===== src/rtl/duo_timer_pkg.sv =====
package duo_timer_pkg;
   // register offsets; the software view depends on these values
   localparam int unsigned OFS_PSC  = 'h00;
   localparam int unsigned OFS_CLR  = 'h08;
   localparam int unsigned OFS_FLG  = 'h0C;
   localparam int unsigned OFS_MSK  = 'h10;
   localparam int unsigned OFS_CMP  = 'h14;
   localparam int unsigned OFS_CNT1 = 'h18;
   localparam int unsigned OFS_LO2  = 'h20;
   localparam int unsigned OFS_HI2  = 'h24;
   localparam int unsigned OFS_ENS  = 'h34;
   localparam int unsigned OFS_ENC  = 'h38;

   localparam int unsigned NUM_CH = 2;
endpackage


===== src/rtl/duo_tick_gen.sv =====
module duo_tick_gen #(
   parameter int unsigned PSC_W = 2
) (
   input  logic             clk,
   input  logic             rst_n,
   input  logic             run,
   input  logic             restart,
   input  logic [PSC_W-1:0] psc,
   output logic             tick
);
   localparam int unsigned DIV_W = 2 * ((1 << PSC_W) - 1);

   logic [DIV_W-1:0] div_q;
   logic [DIV_W-1:0] last_val;

   // terminal count of 4^psc - 1
   assign last_val = (DIV_W'(1) << {psc, 1'b0}) - DIV_W'(1);
   assign tick     = run & ~restart & (div_q == last_val);

   always_ff @(posedge clk) begin
      if (!rst_n)                      div_q <= '0;
      else if (!run || restart || tick) div_q <= '0;
      else                              div_q <= div_q + DIV_W'(1);
   end

   // with a non-unit divider two ticks never come back to back
   assert_tick_spacing_R2: assert property (@(posedge clk) disable iff (!rst_n)
      (tick && psc != '0) |=> (!tick || psc == '0));

   // a restart leaves the divider at zero
   assert_restart_zero_R3: assert property (@(posedge clk) disable iff (!rst_n)
      restart |=> (div_q == '0));
endmodule


===== src/rtl/duo_oneshot.sv =====
module duo_oneshot #(
   parameter int unsigned W = 32
) (
   input  logic         clk,
   input  logic         rst_n,
   input  logic         tick,
   input  logic         clr,
   input  logic         ld,
   input  logic [W-1:0] ld_val,
   input  logic [W-1:0] cmp,
   output logic [W-1:0] cnt,
   output logic         hit
);
   assign hit = tick & (cnt == cmp);

   always_ff @(posedge clk) begin
      if (!rst_n)          cnt <= '0;
      else if (clr)        cnt <= '0;
      else if (ld)         cnt <= ld_val;
      else if (tick && !hit) cnt <= cnt + W'(1);
   end

   // the count holds on the matching tick
   assert_hold_on_hit_R6: assert property (@(posedge clk) disable iff (!rst_n)
      (hit && !clr && !ld) |=> (cnt == $past(cnt)));

   // a non-matching tick advances the count by one
   assert_step_R6: assert property (@(posedge clk) disable iff (!rst_n)
      (tick && !hit && !clr && !ld) |=> (cnt == $past(cnt) + W'(1)));
endmodule


===== src/rtl/duo_freerun.sv =====
module duo_freerun #(
   parameter int unsigned W    = 64,
   parameter int unsigned LO_W = 32
) (
   input  logic            clk,
   input  logic            rst_n,
   input  logic            tick,
   input  logic            clr,
   input  logic            ld_lo,
   input  logic [LO_W-1:0] ld_val,
   output logic [W-1:0]    cnt
);
   always_ff @(posedge clk) begin
      if (!rst_n)     cnt <= '0;
      else if (clr)   cnt <= '0;
      else if (ld_lo) cnt <= {cnt[W-1:LO_W], ld_val};
      else if (tick)  cnt <= cnt + W'(1);
   end

   // a lower-word load keeps the upper half
   assert_lo_load_R10: assert property (@(posedge clk) disable iff (!rst_n)
      (ld_lo && !clr) |=> (cnt[LO_W-1:0] == $past(ld_val) &&
                           cnt[W-1:LO_W] == $past(cnt[W-1:LO_W])));

   // a clear command leaves the full count at zero
   assert_clear_R4: assert property (@(posedge clk) disable iff (!rst_n)
      clr |=> (cnt == '0));
endmodule


===== src/rtl/duo_timer.sv =====
module duo_timer
   import duo_timer_pkg::*;
#(
   parameter int unsigned DATA_W = 32,
   parameter int unsigned FREE_W = 64,
   parameter int unsigned PSC_W  = 2,
   parameter int unsigned ADDR_W = 8
) (
   input  logic              clk,
   input  logic              rst_n,
   input  logic              bus_wr,
   input  logic              bus_rd,
   input  logic [ADDR_W-1:0] bus_addr,
   input  logic [DATA_W-1:0] bus_wdata,
   output logic [DATA_W-1:0] bus_rdata,
   output logic              irq_o
);
   localparam int unsigned HI_W = FREE_W - DATA_W;

   if (FREE_W != 2 * DATA_W) begin : g_bad_free
      $error("duo_timer: FREE_W must be twice DATA_W");
   end
   if (PSC_W < 1 || PSC_W > 3) begin : g_bad_psc
      $error("duo_timer: PSC_W must lie in 1..3");
   end
   if (DATA_W < 2 * PSC_W || ADDR_W < 6) begin : g_bad_bus
      $error("duo_timer: bus too narrow for the register map");
   end

   // decoded strobes
   logic wr_psc, wr_clr, wr_flg, wr_msk, wr_cmp, wr_cnt1, wr_lo2, wr_ens, wr_enc, rd_lo2;
   assign wr_psc  = bus_wr && bus_addr == ADDR_W'(OFS_PSC);
   assign wr_clr  = bus_wr && bus_addr == ADDR_W'(OFS_CLR);
   assign wr_flg  = bus_wr && bus_addr == ADDR_W'(OFS_FLG);
   assign wr_msk  = bus_wr && bus_addr == ADDR_W'(OFS_MSK);
   assign wr_cmp  = bus_wr && bus_addr == ADDR_W'(OFS_CMP);
   assign wr_cnt1 = bus_wr && bus_addr == ADDR_W'(OFS_CNT1);
   assign wr_lo2  = bus_wr && bus_addr == ADDR_W'(OFS_LO2);
   assign wr_ens  = bus_wr && bus_addr == ADDR_W'(OFS_ENS);
   assign wr_enc  = bus_wr && bus_addr == ADDR_W'(OFS_ENC);
   assign rd_lo2  = bus_rd && bus_addr == ADDR_W'(OFS_LO2);

   // state
   logic [NUM_CH-1:0][PSC_W-1:0] psc_q;
   logic [NUM_CH-1:0]            en_q;
   logic [NUM_CH-1:0]            restart;
   logic [NUM_CH-1:0]            tick;
   logic [NUM_CH-1:0]            clr_cmd;
   logic                         flag_q, mask_q;
   logic [DATA_W-1:0]            cmp_q;
   logic [HI_W-1:0]              hbuf_q;
   logic [DATA_W-1:0]            cnt1;
   logic [FREE_W-1:0]            cnt2;
   logic                         hit1;

   for (genvar ch = 0; ch < NUM_CH; ch++) begin : g_ch
      assign clr_cmd[ch] = wr_clr && bus_wdata[ch];
      assign restart[ch] = clr_cmd[ch] ||
                           (wr_psc && bus_wdata[ch*PSC_W +: PSC_W] != psc_q[ch]);

      always_ff @(posedge clk) begin
         if (!rst_n)      psc_q[ch] <= '0;
         else if (wr_psc) psc_q[ch] <= bus_wdata[ch*PSC_W +: PSC_W];
      end

      duo_tick_gen #(.PSC_W(PSC_W)) u_tick (
         .clk     (clk),
         .rst_n   (rst_n),
         .run     (en_q[ch]),
         .restart (restart[ch]),
         .psc     (psc_q[ch]),
         .tick    (tick[ch])
      );
   end

   duo_oneshot #(.W(DATA_W)) u_evt (
      .clk    (clk),
      .rst_n  (rst_n),
      .tick   (tick[0]),
      .clr    (clr_cmd[0]),
      .ld     (wr_cnt1),
      .ld_val (bus_wdata),
      .cmp    (cmp_q),
      .cnt    (cnt1),
      .hit    (hit1)
   );

   duo_freerun #(.W(FREE_W), .LO_W(DATA_W)) u_src (
      .clk    (clk),
      .rst_n  (rst_n),
      .tick   (tick[1]),
      .clr    (clr_cmd[1]),
      .ld_lo  (wr_lo2),
      .ld_val (bus_wdata),
      .cnt    (cnt2)
   );

   // enables: set beats clear; channel 1 also stops itself on a match
   always_ff @(posedge clk) begin
      if (!rst_n) begin
         en_q <= '0;
      end else begin
         if (wr_ens && bus_wdata[0])                 en_q[0] <= 1'b1;
         else if ((wr_enc && bus_wdata[0]) || hit1)  en_q[0] <= 1'b0;
         if (wr_ens && bus_wdata[1])                 en_q[1] <= 1'b1;
         else if (wr_enc && bus_wdata[1])            en_q[1] <= 1'b0;
      end
   end

   always_ff @(posedge clk) begin
      if (!rst_n) begin
         flag_q <= 1'b0;
         mask_q <= 1'b1;
         cmp_q  <= '0;
         hbuf_q <= '0;
      end else begin
         if (hit1)                          flag_q <= 1'b1;
         else if (wr_flg && !bus_wdata[0])  flag_q <= 1'b0;
         if (wr_msk) mask_q <= bus_wdata[0];
         if (wr_cmp) cmp_q  <= bus_wdata;
         if (rd_lo2) hbuf_q <= cnt2[FREE_W-1:DATA_W];
      end
   end

   assign irq_o = flag_q & ~mask_q;

   always_comb begin
      bus_rdata = '0;
      case (bus_addr)
         ADDR_W'(OFS_PSC):  bus_rdata[2*PSC_W-1:0] = {psc_q[1], psc_q[0]};
         ADDR_W'(OFS_FLG):  bus_rdata[0] = flag_q;
         ADDR_W'(OFS_MSK):  bus_rdata[0] = mask_q;
         ADDR_W'(OFS_CMP):  bus_rdata = cmp_q;
         ADDR_W'(OFS_CNT1): bus_rdata = cnt1;
         ADDR_W'(OFS_LO2):  bus_rdata = cnt2[DATA_W-1:0];
         ADDR_W'(OFS_HI2):  bus_rdata = hbuf_q;
         ADDR_W'(OFS_ENS):  bus_rdata[NUM_CH-1:0] = en_q;
         default:           bus_rdata = '0;
      endcase
   end

   // the flag only rises after a compare match
   assert_flag_source_R6: assert property (@(posedge clk) disable iff (!rst_n)
      $rose(flag_q) |-> $past(hit1));

   // a match stops channel 1 unless a start arrives in the same cycle
   assert_oneshot_stop_R6: assert property (@(posedge clk) disable iff (!rst_n)
      (hit1 && !(wr_ens && bus_wdata[0])) |=> !en_q[0]);

   // a lower-word read captures the upper half of that cycle
   assert_hbuf_capture_R11: assert property (@(posedge clk) disable iff (!rst_n)
      rd_lo2 |=> (hbuf_q == $past(cnt2[FREE_W-1:DATA_W])));

   // a set mask keeps the interrupt low in the following cycle
   assert_mask_blocks_R9: assert property (@(posedge clk) disable iff (!rst_n)
      (wr_msk && bus_wdata[0]) |=> !irq_o);
endmodule


===== config.mk =====
export PLATFORM = sky130hd
export DESIGN_NAME = duo_timer
export DESIGN_NICKNAME = d
export VERILOG_FILES = /design/src/rtl/duo_timer_pkg.sv /design/src/rtl/duo_tick_gen.sv /design/src/rtl/duo_oneshot.sv /design/src/rtl/duo_freerun.sv /design/src/rtl/duo_timer.sv
export SDC_FILE = /design/constraint.sdc
export NUM_CORES = 1
export LEC_CHECK = 0
export ABC_AREA = 1
export BUFFER_PORTS_ARGS = -buffer_cell sky130_fd_sc_hd__buf_4
export CAP_MARGIN = 20
export CORE_MARGIN = 3
export CORE_UTILIZATION = 65
export CTS_BUF_LIST = sky130_fd_sc_hd__clkbuf_16
export CTS_CLUSTER_DIAMETER = 50
export DETAILED_ROUTE_END_ITERATION = 10
export GPL_ROUTABILITY_DRIVEN = 0
export PLACE_DENSITY = 0.84
export SLEW_MARGIN = 25
export SYNTH_ARGS = -nofsm -noshare
export SYNTH_HDL_FRONTEND = slang
export SYNTH_SLANG_ARGS = --single-unit

===== constraint.sdc =====
create_clock -name clk -period 3.1 [get_ports clk]
set_input_delay 0.62 -clock clk [delete_from_list [all_inputs] [get_ports clk]]
set_output_delay 0.62 -clock clk [all_outputs]
set_load 0.005 [all_outputs]

==> results of run 1 <==
==> metal layers <==
| metal | vias to the layer above | wire length [um] | track usage (%) |
|---|---|---|---|
| met4 | 0 | 1960 | 16.8 |
| li1 | 6358 | - | - |
| met2 | 897 | 16900 | 60.0 |
| met3 | 176 | 5020 | 9.12 |
| met1 | 5982 | 15800 | 54.5 |
| met5 | - | 0 | 0 |
==> worst max path at each step <==
stage	to	slack (ns)
after floorplan	bus_rdata[12]	0.75
after global placement	bus_rdata[9]	0.40
after detailed placement	bus_rdata[2]	0.35
after CTS	bus_rdata[2]	0.35
after global routing	bus_rdata[13]	0.18
final	bus_rdata[13]	0.29
==> layout by cell type (no fill, tap or decap), drive strengths merged <==
cell type,instances
a21oi,174
nor3,31
clkbuf,17
a21boi,1
nand4,35
or2,2
xor2,40
o21ai,86
xnor2,36
clkinv,5
a211oi,1
dfxtp,180
o221ai,1
o31ai,2
o22ai,5
inv,149
nor4,1
o2111ai,24
clkinvlp,1
nand2,732
ha,5
bufinv,1
o21a,1
nand3,158
o211ai,1
nand3b,4
nor2,196
buf,95
==> cell type report <==
cell class	instances	area (um2)	share of cell area, %
Clock buffer	17	425	3.30
Multi-Input combinational cell	1536	7130	55.3
Tap cell	225	282	2.18
Sequential cell	180	3600	27.9
Timing Repair Buffer	95	751	5.82
Clock inverter	15	184	1.42
Inverter	141	529	4.10
==> per-stage QoR <==
| step | hold WS [ns] | setup WS (ns) | total power [mW] | instances |
|---|---|---|---|---|
| after floorplan | 0.441 | 0.752 | 2.43 | 1942 |
| after global placement | 0.452 | 0.396 | 2.53 | 2177 |
| after detailed placement | 0.459 | 0.350 | 2.53 | 2177 |
| after CTS | 0.470 | 0.354 | 4.75 | 2209 |
| after global routing | 0.488 | 0.181 | 4.87 | 2209 |
| final | 0.470 | 0.293 | 4.77 | 2209 |
==> cell families (layout without fill, tap and decap cells) <==
kind of cell,count (synthesis),in the layout,share of synthesized area (%)
adder cells (fa/ha/maj),5,5,0.537
AO/OA/AOI/OAI,296,296,13.7
flip-flops,180,180,30.9
AND/OR/NAND/NOR,1159,1159,41.2
XOR/XNOR,76,76,5.71
buffers and inverters,226,268,7.91
==> registers in the layout, indices dropped and copies added (netlist names) <==
register	count
cmp_q	32
en_q	2
flag_q	1
g_ch.u_tick.div_q	12
hbuf_q	32
mask_q	1
psc_q	4
u_evt.cnt	32
u_src.cnt	64
==> critical path: cells and delay by family <==
family	cells	cell delay, ns
AND/OR/NAND/NOR	4	0.52
AO/OA/AOI/OAI	1	0.21
buffers and inverters	4	0.83
==> where the power goes <==
group,switching [mW],total (mW),internal (mW)
Clock,1.12,2.29,1.17
Sequential,0.00232,2.31,2.31
Combinational,0.119,0.174,0.0549
Total,1.24,4.77,3.53
==> run metrics, run 1 <==
status finished clean; Post-CTS Setup Inserts 0; mapped cell area 0.0117 mm2; final instance area 0.0129 mm2; num ports between 70 and 80; full die area 0.0196 mm2; warnings from Yosys 0; P&R area growth vs syn 10.7%; Final nets 2020; Hold Violations, Final 0; vias in the first global route ~12000; deepest clock path buffer count 2; Post-Route WL around 40000 um; FFs w/ async S/R, synth 0%; fin crit period 2.81 ns; syn_area_per_cell 6.00 um2; latest clock arrival within the worst-skew pair 0.47 ns; CP required 2.48 ns; Slew headroom just under 50%; Crit Path Category input pin to output port; Hold Path Depth 3; chip height 140 um; placed cell area about 0.012 mm2; EDFF count, synth 0; worst slew pin tran 0.754 ns; Tightest Hold Check Type input pin to flop; crit path launch bus_addr[1]; Yosys top cell area share a little under a third; Crit path arrival time approximately 2.2 ns; dominant cell by count in the synthesized netlist nand2_1; Starting Density 66.9%; Mapped Nets 1991; Synth area leader dfxtp_1; max cap viols 0; reg2reg end u_src.cnt[58]; DR iter-0 viols 1889; clock skew 0.0195 ns; Die Wd 140 um; Worst path slowest cell inv_2; clk sinks between 150 and 200; global-route wire length before repair 63000 um; Finished Core Util 74.1%; Vias/cell 6.07; GRT Total Usage 39.6%; worst r2r src psc_q[2]; Yosys reg bits 180; r2r worst-path depth 11; Hold Startpoint bus_wr; cts hold-fix bufs 0; CP max FO 31; fraction of the yosys area taken by sequential cells 30.9%; initial antenna violation count 0; std cell rows 48; Worst-path clk slew 0.08 ns; layout cells sized above 1 8.06%; total CTS buffers 17; Crit. End Element output port; achievable clock frequency between 0.3 and 0.4 GHz; ANT cells 0; setup_tns 0 ns; HPWL after detailed placement 29100 um; Max Slew Vio Count 0; TritonRoute pass-1 iters 6; peak supply drop 440 uV; Critical Path Max Stage Delay between 0.4 and 0.5 ns; core area 0.0174 mm2; final antenna-violating net count 0; Post-Syn Instances 1942; period utilisation layout 90.5%; Final Setup Violations 0; Via Count roughly 13000; flop2flop setup slack 0.50 ns; CTS root buffer clkbuf_16; H-Tree Depth 4; Post-synth top cells nand2_1 (728), nor2_1 (183), dfxtp_1 (180), a21oi_1 (174), nand3_1 (156); Yosys cell types 38; grt ovf 0; RSZ-0062 raised after global routing no; Port Buffer Count 76; post-cts sizing count 0; Main synth FF type dfxtp_1; wire per inst 18.0 um; largest net degree at the start of global routing 65; Fill cells 1491; CTS tree built; # DRC 0; Leakage 4.63 nW; PwrDens approximately 370 mW/mm2; sink of the worst hold path en_q[1]; Synth area leaders dfxtp_1 (31%), nand2_1 (23%), a21oi_1 (7.5%); Startpoint Class input pin; critical-path cell list buf_4 > nor2_2 > nand2_1 > inv_2 > nand2_2 > inv_2 > nand2_1 > o2111ai_1 > buf_4
No activity file was read; power rests on OpenSTA's default activity.
==> inputs of run 2 (changes only) <==
--- a/config.mk
+++ b/config.mk
@@ -13,8 +13,8 @@
 export CTS_BUF_LIST = sky130_fd_sc_hd__clkbuf_16
 export CTS_CLUSTER_DIAMETER = 50
 export DETAILED_ROUTE_END_ITERATION = 10
-export GPL_ROUTABILITY_DRIVEN = 0
 export PLACE_DENSITY = 0.84
+export REMOVE_ABC_BUFFERS = 1
 export SLEW_MARGIN = 25
 export SYNTH_ARGS = -nofsm -noshare
 export SYNTH_HDL_FRONTEND = slang
==> run 2 against run 1 <==
Against the previous run: flip-flop and latch count is the same; core utilization grew 0.57 points; design area grew 0.78%; combinational power grew 5%; non-clock buffer count grew 6; sequential power is essentially flat; critical endpoint is now bus_rdata[6]; largest power group unchanged; highest routed layer unchanged.
==> run metrics, run 2 (same netlist as run 1, synthesis figures left out) <==
status finished clean; Tightest Hold Check Type flop to flop; Crit Path Category input pin to output port; GRT Total Usage 41.9% (+2.2 points); commonest non-fill, non-tap cell in the layout nand2_1; Vias/cell 6.13 (+1.0%); CP max FO 11 (-65%); part of the power in the clock network 47.1% (-0.8 points); peak supply drop 366 uV (-17%); worst slew pin tran 0.775 ns (+0.0214 ns); deepest clock path buffer count 2 (unchanged); flop2flop setup slack 0.49 ns (about the same); crit path launch bus_addr[1]; grt ovf 0 (unchanged); max reg flops 64 (unchanged); clock skew 0.0161 ns (-0.00343 ns); Startpoint Class input pin; reg2reg end u_src.cnt[11]; Final Setup Violations 0 (unchanged); ANT cells 0 (unchanged); Power, Total 4.72 mW (-1.2%); final antenna-violating net count 0 (unchanged); Die Wd 140 um (unchanged); Post-Route WL 42100 um (+6.0%); Max Slew Vio Count 0 (unchanged); global-route wire length before repair 65500 um (+4.0%); Starting Density 66.9% (unchanged); critical-path cell list buf_4 > nor2_2 > inv_1 > nor3_1 > nand2_1 > clkinvlp_4 > buf_4 > nand2_1 > o2111ai_1 > buf_4; num ports 77 (unchanged); full die area 0.0196 mm2 (unchanged); std cell rows 48 (unchanged); Crit path arrival time 2.22 ns (+0.03 ns); cts hold-fix bufs 0 (unchanged); Slew headroom 48.3% (-1.4 points); critical path capture point bus_rdata[6]; total CTS buffers 17 (unchanged); fin crit period 2.84 ns (+0.0370 ns); Hold Violations, Final 0 (unchanged); DR iter-0 viols 1902 (+0.69%); CTS root buffer clkbuf_16; P&R area growth vs syn 11.6%; initial antenna violation count 0 (unchanged); switching share of power 26.6% (+0.56 points); Comb pwr share 3.9% (+0.3 points); Leakage 4.66 nW (+0.67%); placed cell area 0.0124 mm2 (+0.77%); Worst-path clk slew 0.08 ns (about the same); Worst path slowest cell nor3_1; commonest cells after routing, fill and taps aside nand2_1 (727), nor2_1 (183), dfxtp_1 (180); latest clock arrival within the worst-skew pair 0.45 ns (-0.02 ns); PwrDens 363 mW/mm2 (-1.9%); Crit. End Element output port; P_sw 1.25 mW (+0.98%); TritonRoute pass-1 iters 6 (unchanged); hold slack 0.476 ns (+0.00636 ns); CTS tree built; achievable clock frequency 0.352 GHz (-1.3%); RSZ-0062 raised after global routing no; final instance area 0.0130 mm2 (+0.78%); # DRC 0 (unchanged); Finished Core Util 74.7% (+0.57 points); worst r2r src psc_q[2]; Top reg by flops u_src.cnt; wire per inst 19.0 um (+5.8%); clk sinks 180 (unchanged); r2r worst-path depth 11 (unchanged); vias in the first global route 12300 (+2.8%); chip height 140 um (unchanged); Via Count 13600 (+1.3%); Placer Congestion between 1 and 1.5; cell mode on critical path buf_4; H-Tree Depth 4 (unchanged); Port Buffer Count 76 (unchanged); cell-internal power 3.46 mW (-1.9%); Seq pwr share 49.0% (+0.5 points); setup_tns 0 ns (unchanged); largest net degree at the start of global routing 65 (unchanged); CP required 2.48 ns (about the same); HPWL after detailed placement 31300 um (+7.4%); core area 0.0174 mm2 (unchanged); Final nets 2026 (+0.30%); Critical Path Max Stage Delay 0.27 ns (-0.16 ns); layout cells sized above 1 8.39% (+0.33 points); period utilisation layout 91.7% (+1.2 points); max cap viols 0 (unchanged)
run 2: critical path, delay by kind of cell:
kind | cells | cell delay (ns)
buffers and inverters | 5 | 0.79
AO/OA/AOI/OAI | 1 | 0.15
AND/OR/NAND/NOR | 4 | 0.65
run 2: how the worst min path moves through the flow:
stage	start	end	slack, ns	depth (start not counted)
floorplan	g_ch[1].u_tick.div_q[0]	g_ch[1].u_tick.div_q[0]	0.44	1
global placement	u_src.cnt[36]	u_src.cnt[36]	0.45	2
detailed placement	u_src.cnt[36]	u_src.cnt[36]	0.47	2
CTS	u_src.cnt[36]	u_src.cnt[36]	0.48	2
global route	bus_wdata[10]	cmp_q[10]	0.49	3
finish	flag_q	flag_q	0.48	2
run 2: timing repair:
| action | 4_1_cts | 5_1_grt |
|---|---|---|
| resized for setup | 0 | 1 |
| endpoints found under the setup margin | 0 | 1 |
| buffers inserted | 0 | 0 |
| hold endpoints to repair | 0 | 0 |
run 2: through the flow:
stage,std cells,worst slack (ns)
after floorplan,1857,0.0750
after global placement,2183,0.300
after detailed placement,2183,0.241
after CTS,2215,0.226
after global routing,2215,0.0536
final,2215,0.256
run 2: routing by layer:
metal  global-route usage (%)  routed length (um)
met1                     55.3               15700
met4                     19.6                2300
met2                     63.1               18100
met5                        0                   0
met3                     12.5                6060
run 2: power groups by stage:
stage | Combinational (mW) | Clock (mW) | Sequential [mW]
2_1_floorplan | 0.0479 | 0 | 2.37
3_3_place_gp | 0.170 | 0 | 2.37
3_5_place_dp | 0.171 | 0 | 2.37
4_1_cts | 0.172 | 2.22 | 2.31
5_1_grt | 0.186 | 2.31 | 2.31
6_report | 0.183 | 2.22 | 2.31
run 2: layout make-up:
cell class	instances	area, um2
inverters	141	533
fillers	1479	4410
repair buffers	101	846
clock inverters	15	185
well taps	225	282
clock buffers	17	425
multi-input cells	1536	7130
flip-flops and latches	180	3600
==> inputs of run 3 (changes only) <==
--- a/config.mk
+++ b/config.mk
@@ -9,13 +9,13 @@
 export BUFFER_PORTS_ARGS = -buffer_cell sky130_fd_sc_hd__buf_4
 export CAP_MARGIN = 20
 export CORE_MARGIN = 3
-export CORE_UTILIZATION = 65
+export CORE_UTILIZATION = 57
 export CTS_BUF_LIST = sky130_fd_sc_hd__clkbuf_16
 export CTS_CLUSTER_DIAMETER = 50
 export DETAILED_ROUTE_END_ITERATION = 10
-export PLACE_DENSITY = 0.84
+export PLACE_DENSITY = 0.75
 export REMOVE_ABC_BUFFERS = 1
-export SLEW_MARGIN = 25
+export SLEW_MARGIN = 0
 export SYNTH_ARGS = -nofsm -noshare
 export SYNTH_HDL_FRONTEND = slang
 export SYNTH_SLANG_ARGS = --single-unit
==> run 3 against run 2 <==
Against the previous run: combinational power hardly changed; design area about the same; routed wire length up 2.1%; via count shrank 1.7%; worst setup slack gained 0.043 ns; first-iteration DRC count decreased by 21%; die area is 13% higher; global-route usage is 3.7 points lower; largest cell class unchanged; highest routed layer is now met5.
==> run metrics, run 3 (same netlist as run 1, synthesis figures left out) <==
CTS tree built; ANT cells 0 (unchanged); total CTS buffers 17 (unchanged); part of the power in the clock network 47.8% (+0.7 points); switching share of power 26.0% (-0.54 points); sink of the worst hold path cmp_q[6]; Slew headroom 49.6% (+1.3 points); fin crit period 2.80 ns (-0.0432 ns); cts hold-fix bufs 0 (unchanged); Reg area 0.00360 mm2 (unchanged); final antenna-violating net count 0 (unchanged); post-cts sizing count 0 (unchanged); latest clock arrival within the worst-skew pair 0.44 ns (about the same); Power, Total 4.78 mW (+1.3%); Max Slew Vio Count 0 (unchanged); max cap viols 0 (unchanged); area of the multi-input gates 0.00713 mm2 (unchanged); flop2flop setup slack 0.52 ns (+0.03 ns); Port Buffer Count 76 (unchanged); Crit Path Category input pin to output port; Comb pwr share 3.8% (about the same); worst slew pin tran 0.755 ns (-0.0202 ns); CTS root buffer clkbuf_16; HPWL after detailed placement 32400 um (+3.6%); Leakage 4.67 nW (+0.17%); P&R area growth vs syn 11.7% (about the same); clk sinks 180 (unchanged); Crit path arrival time 2.18 ns (-0.04 ns); initial antenna violation count 1 (+1); RSZ-0062 raised after global routing no; Hold Violations, Final 0 (unchanged); TritonRoute pass-1 iters 6 (unchanged); Via Count 13400 (-1.7%); worst r2r src psc_q[2]; num ports 77 (unchanged); layout cells sized above 1 8.39% (about the same); vias in the first global route 12000 (-2.6%); final instance area 0.0130 mm2 (about the same); achievable clock frequency 0.357 GHz (+1.5%); full die area 0.0222 mm2 (+13%); DR iter-0 viols 1501 (-21%); core area 0.0198 mm2 (+14%); commonest cells after routing, fill and taps aside nand2_1 (727), nor2_1 (183), dfxtp_1 (180); grt ovf 0 (unchanged); Top reg by flops u_src.cnt; r2r worst-path depth 10 (-1); reg2reg end u_src.cnt[57]; P_sw 1.24 mW (-0.82%); cell-internal power 3.53 mW (+2.0%); Worst-path clk slew 0.08 ns (about the same); PwrDens 367 mW/mm2 (+1.2%); CP max FO 14 (+3); wire per inst 19.1 um (+0.26%); period utilisation layout 90.3% (-1.4 points); Fill cells 1963 (+33%); std cell rows 51 (+6.3%); CP required 2.48 ns (about the same); Startpoint Class input pin; peak supply drop 401 uV (+9.6%); # DRC 0 (unchanged); Die Wd 149 um (+6.5%); largest net degree at the start of global routing 65 (unchanged); placed cell area 0.0124 mm2 (about the same); hold slack 0.473 ns (-0.00359 ns); Seq pwr share 48.4% (-0.6 points); Starting Density 58.9% (-8.0 points); Hold Startpoint bus_wdata[6]; Non-Filler Instances 2256 (+1.9%); setup_tns 0 ns (unchanged); Placer Congestion 1.01 (-3.1%); chip height 149 um (+6.5%); deepest clock path buffer count 2 (unchanged); status finished clean; Post-CTS Setup Inserts 0 (unchanged); Post-Route WL 43000 um (+2.1%); Final Setup Violations 0 (unchanged); Hold Path Depth 3 (+1); max reg flops 64 (unchanged); clock skew 0.0180 ns (+0.00193 ns); commonest non-fill, non-tap cell in the layout nand2_1; GRT Total Usage 38.2% (-3.7 points); Tightest Hold Check Type input pin to flop; global-route wire length before repair 66400 um (+1.4%); Crit. End Element output port; Final nets 2027 (+0.049%); H-Tree Depth 4 (unchanged); Vias/cell 5.92 (-3.5%); Cells after DPL 2224 (+1.9%)
run 3: worst max-delay path by stage:
stage / start / endpoint / slack, ns
floorplan: bus_addr[1] / cmp_q[13] / 0.08
global placement: bus_addr[1] / bus_rdata[30] / 0.37
detailed placement: bus_addr[1] / bus_rdata[11] / 0.36
CTS: bus_addr[1] / bus_rdata[11] / 0.35
global route: bus_addr[1] / bus_rdata[17] / 0.18
finish: bus_addr[1] / bus_rdata[11] / 0.30
run 3: stage by stage:
step	worst slack, ns	util [%]
global route	0.183	65.8
CTS	0.354	65.8
floorplan	0.0750	-
detailed placement	0.356	62.7
global placement	0.367	62.7
finish	0.300	65.8
run 3: final cells by class:
cell class                 instances  share of cell area [%]
clock inverter                    15                    1.45
clock buffer                      17                    3.27
sequential                       180                    27.7
timing repair buffer             102                    6.17
tap                              265                    2.55
multi-input combinational       1536                    54.8
inverter                         141                    4.07
run 3: power groups by stage:
| stage | sequential [mW] | clock, mW | combinational [mW] |
|---|---|---|---|
| final | 2.31 | 2.28 | 0.181 |
| after global routing | 2.31 | 2.39 | 0.186 |
| after CTS | 2.31 | 2.30 | 0.173 |
| after detailed placement | 2.37 | 0 | 0.173 |
| after global placement | 2.37 | 0 | 0.173 |
| after floorplan | 2.37 | 0 | 0.0479 |
run 3: critical path: stages:
cell     delay [ns]
buf_4          0.11
nor2_2         0.15
inv_1          0.09
nor3_1         0.27
nand2_1        0.09
inv_1          0.20
buf_4          0.28
nand2_1        0.08
nand4_1        0.14
buf_4          0.13
run 3: metal layers:
| layer | up-vias | routed length, um | GRT usage [%] |
|---|---|---|---|
| met5 | - | 30 | 0 |
| met2 | 783 | 18700 | 58.4 |
| met1 | 6066 | 17800 | 53.6 |
| met3 | 118 | 4870 | 8.20 |
| li1 | 6381 | - | - |
| met4 | 4 | 1630 | 13.2 |
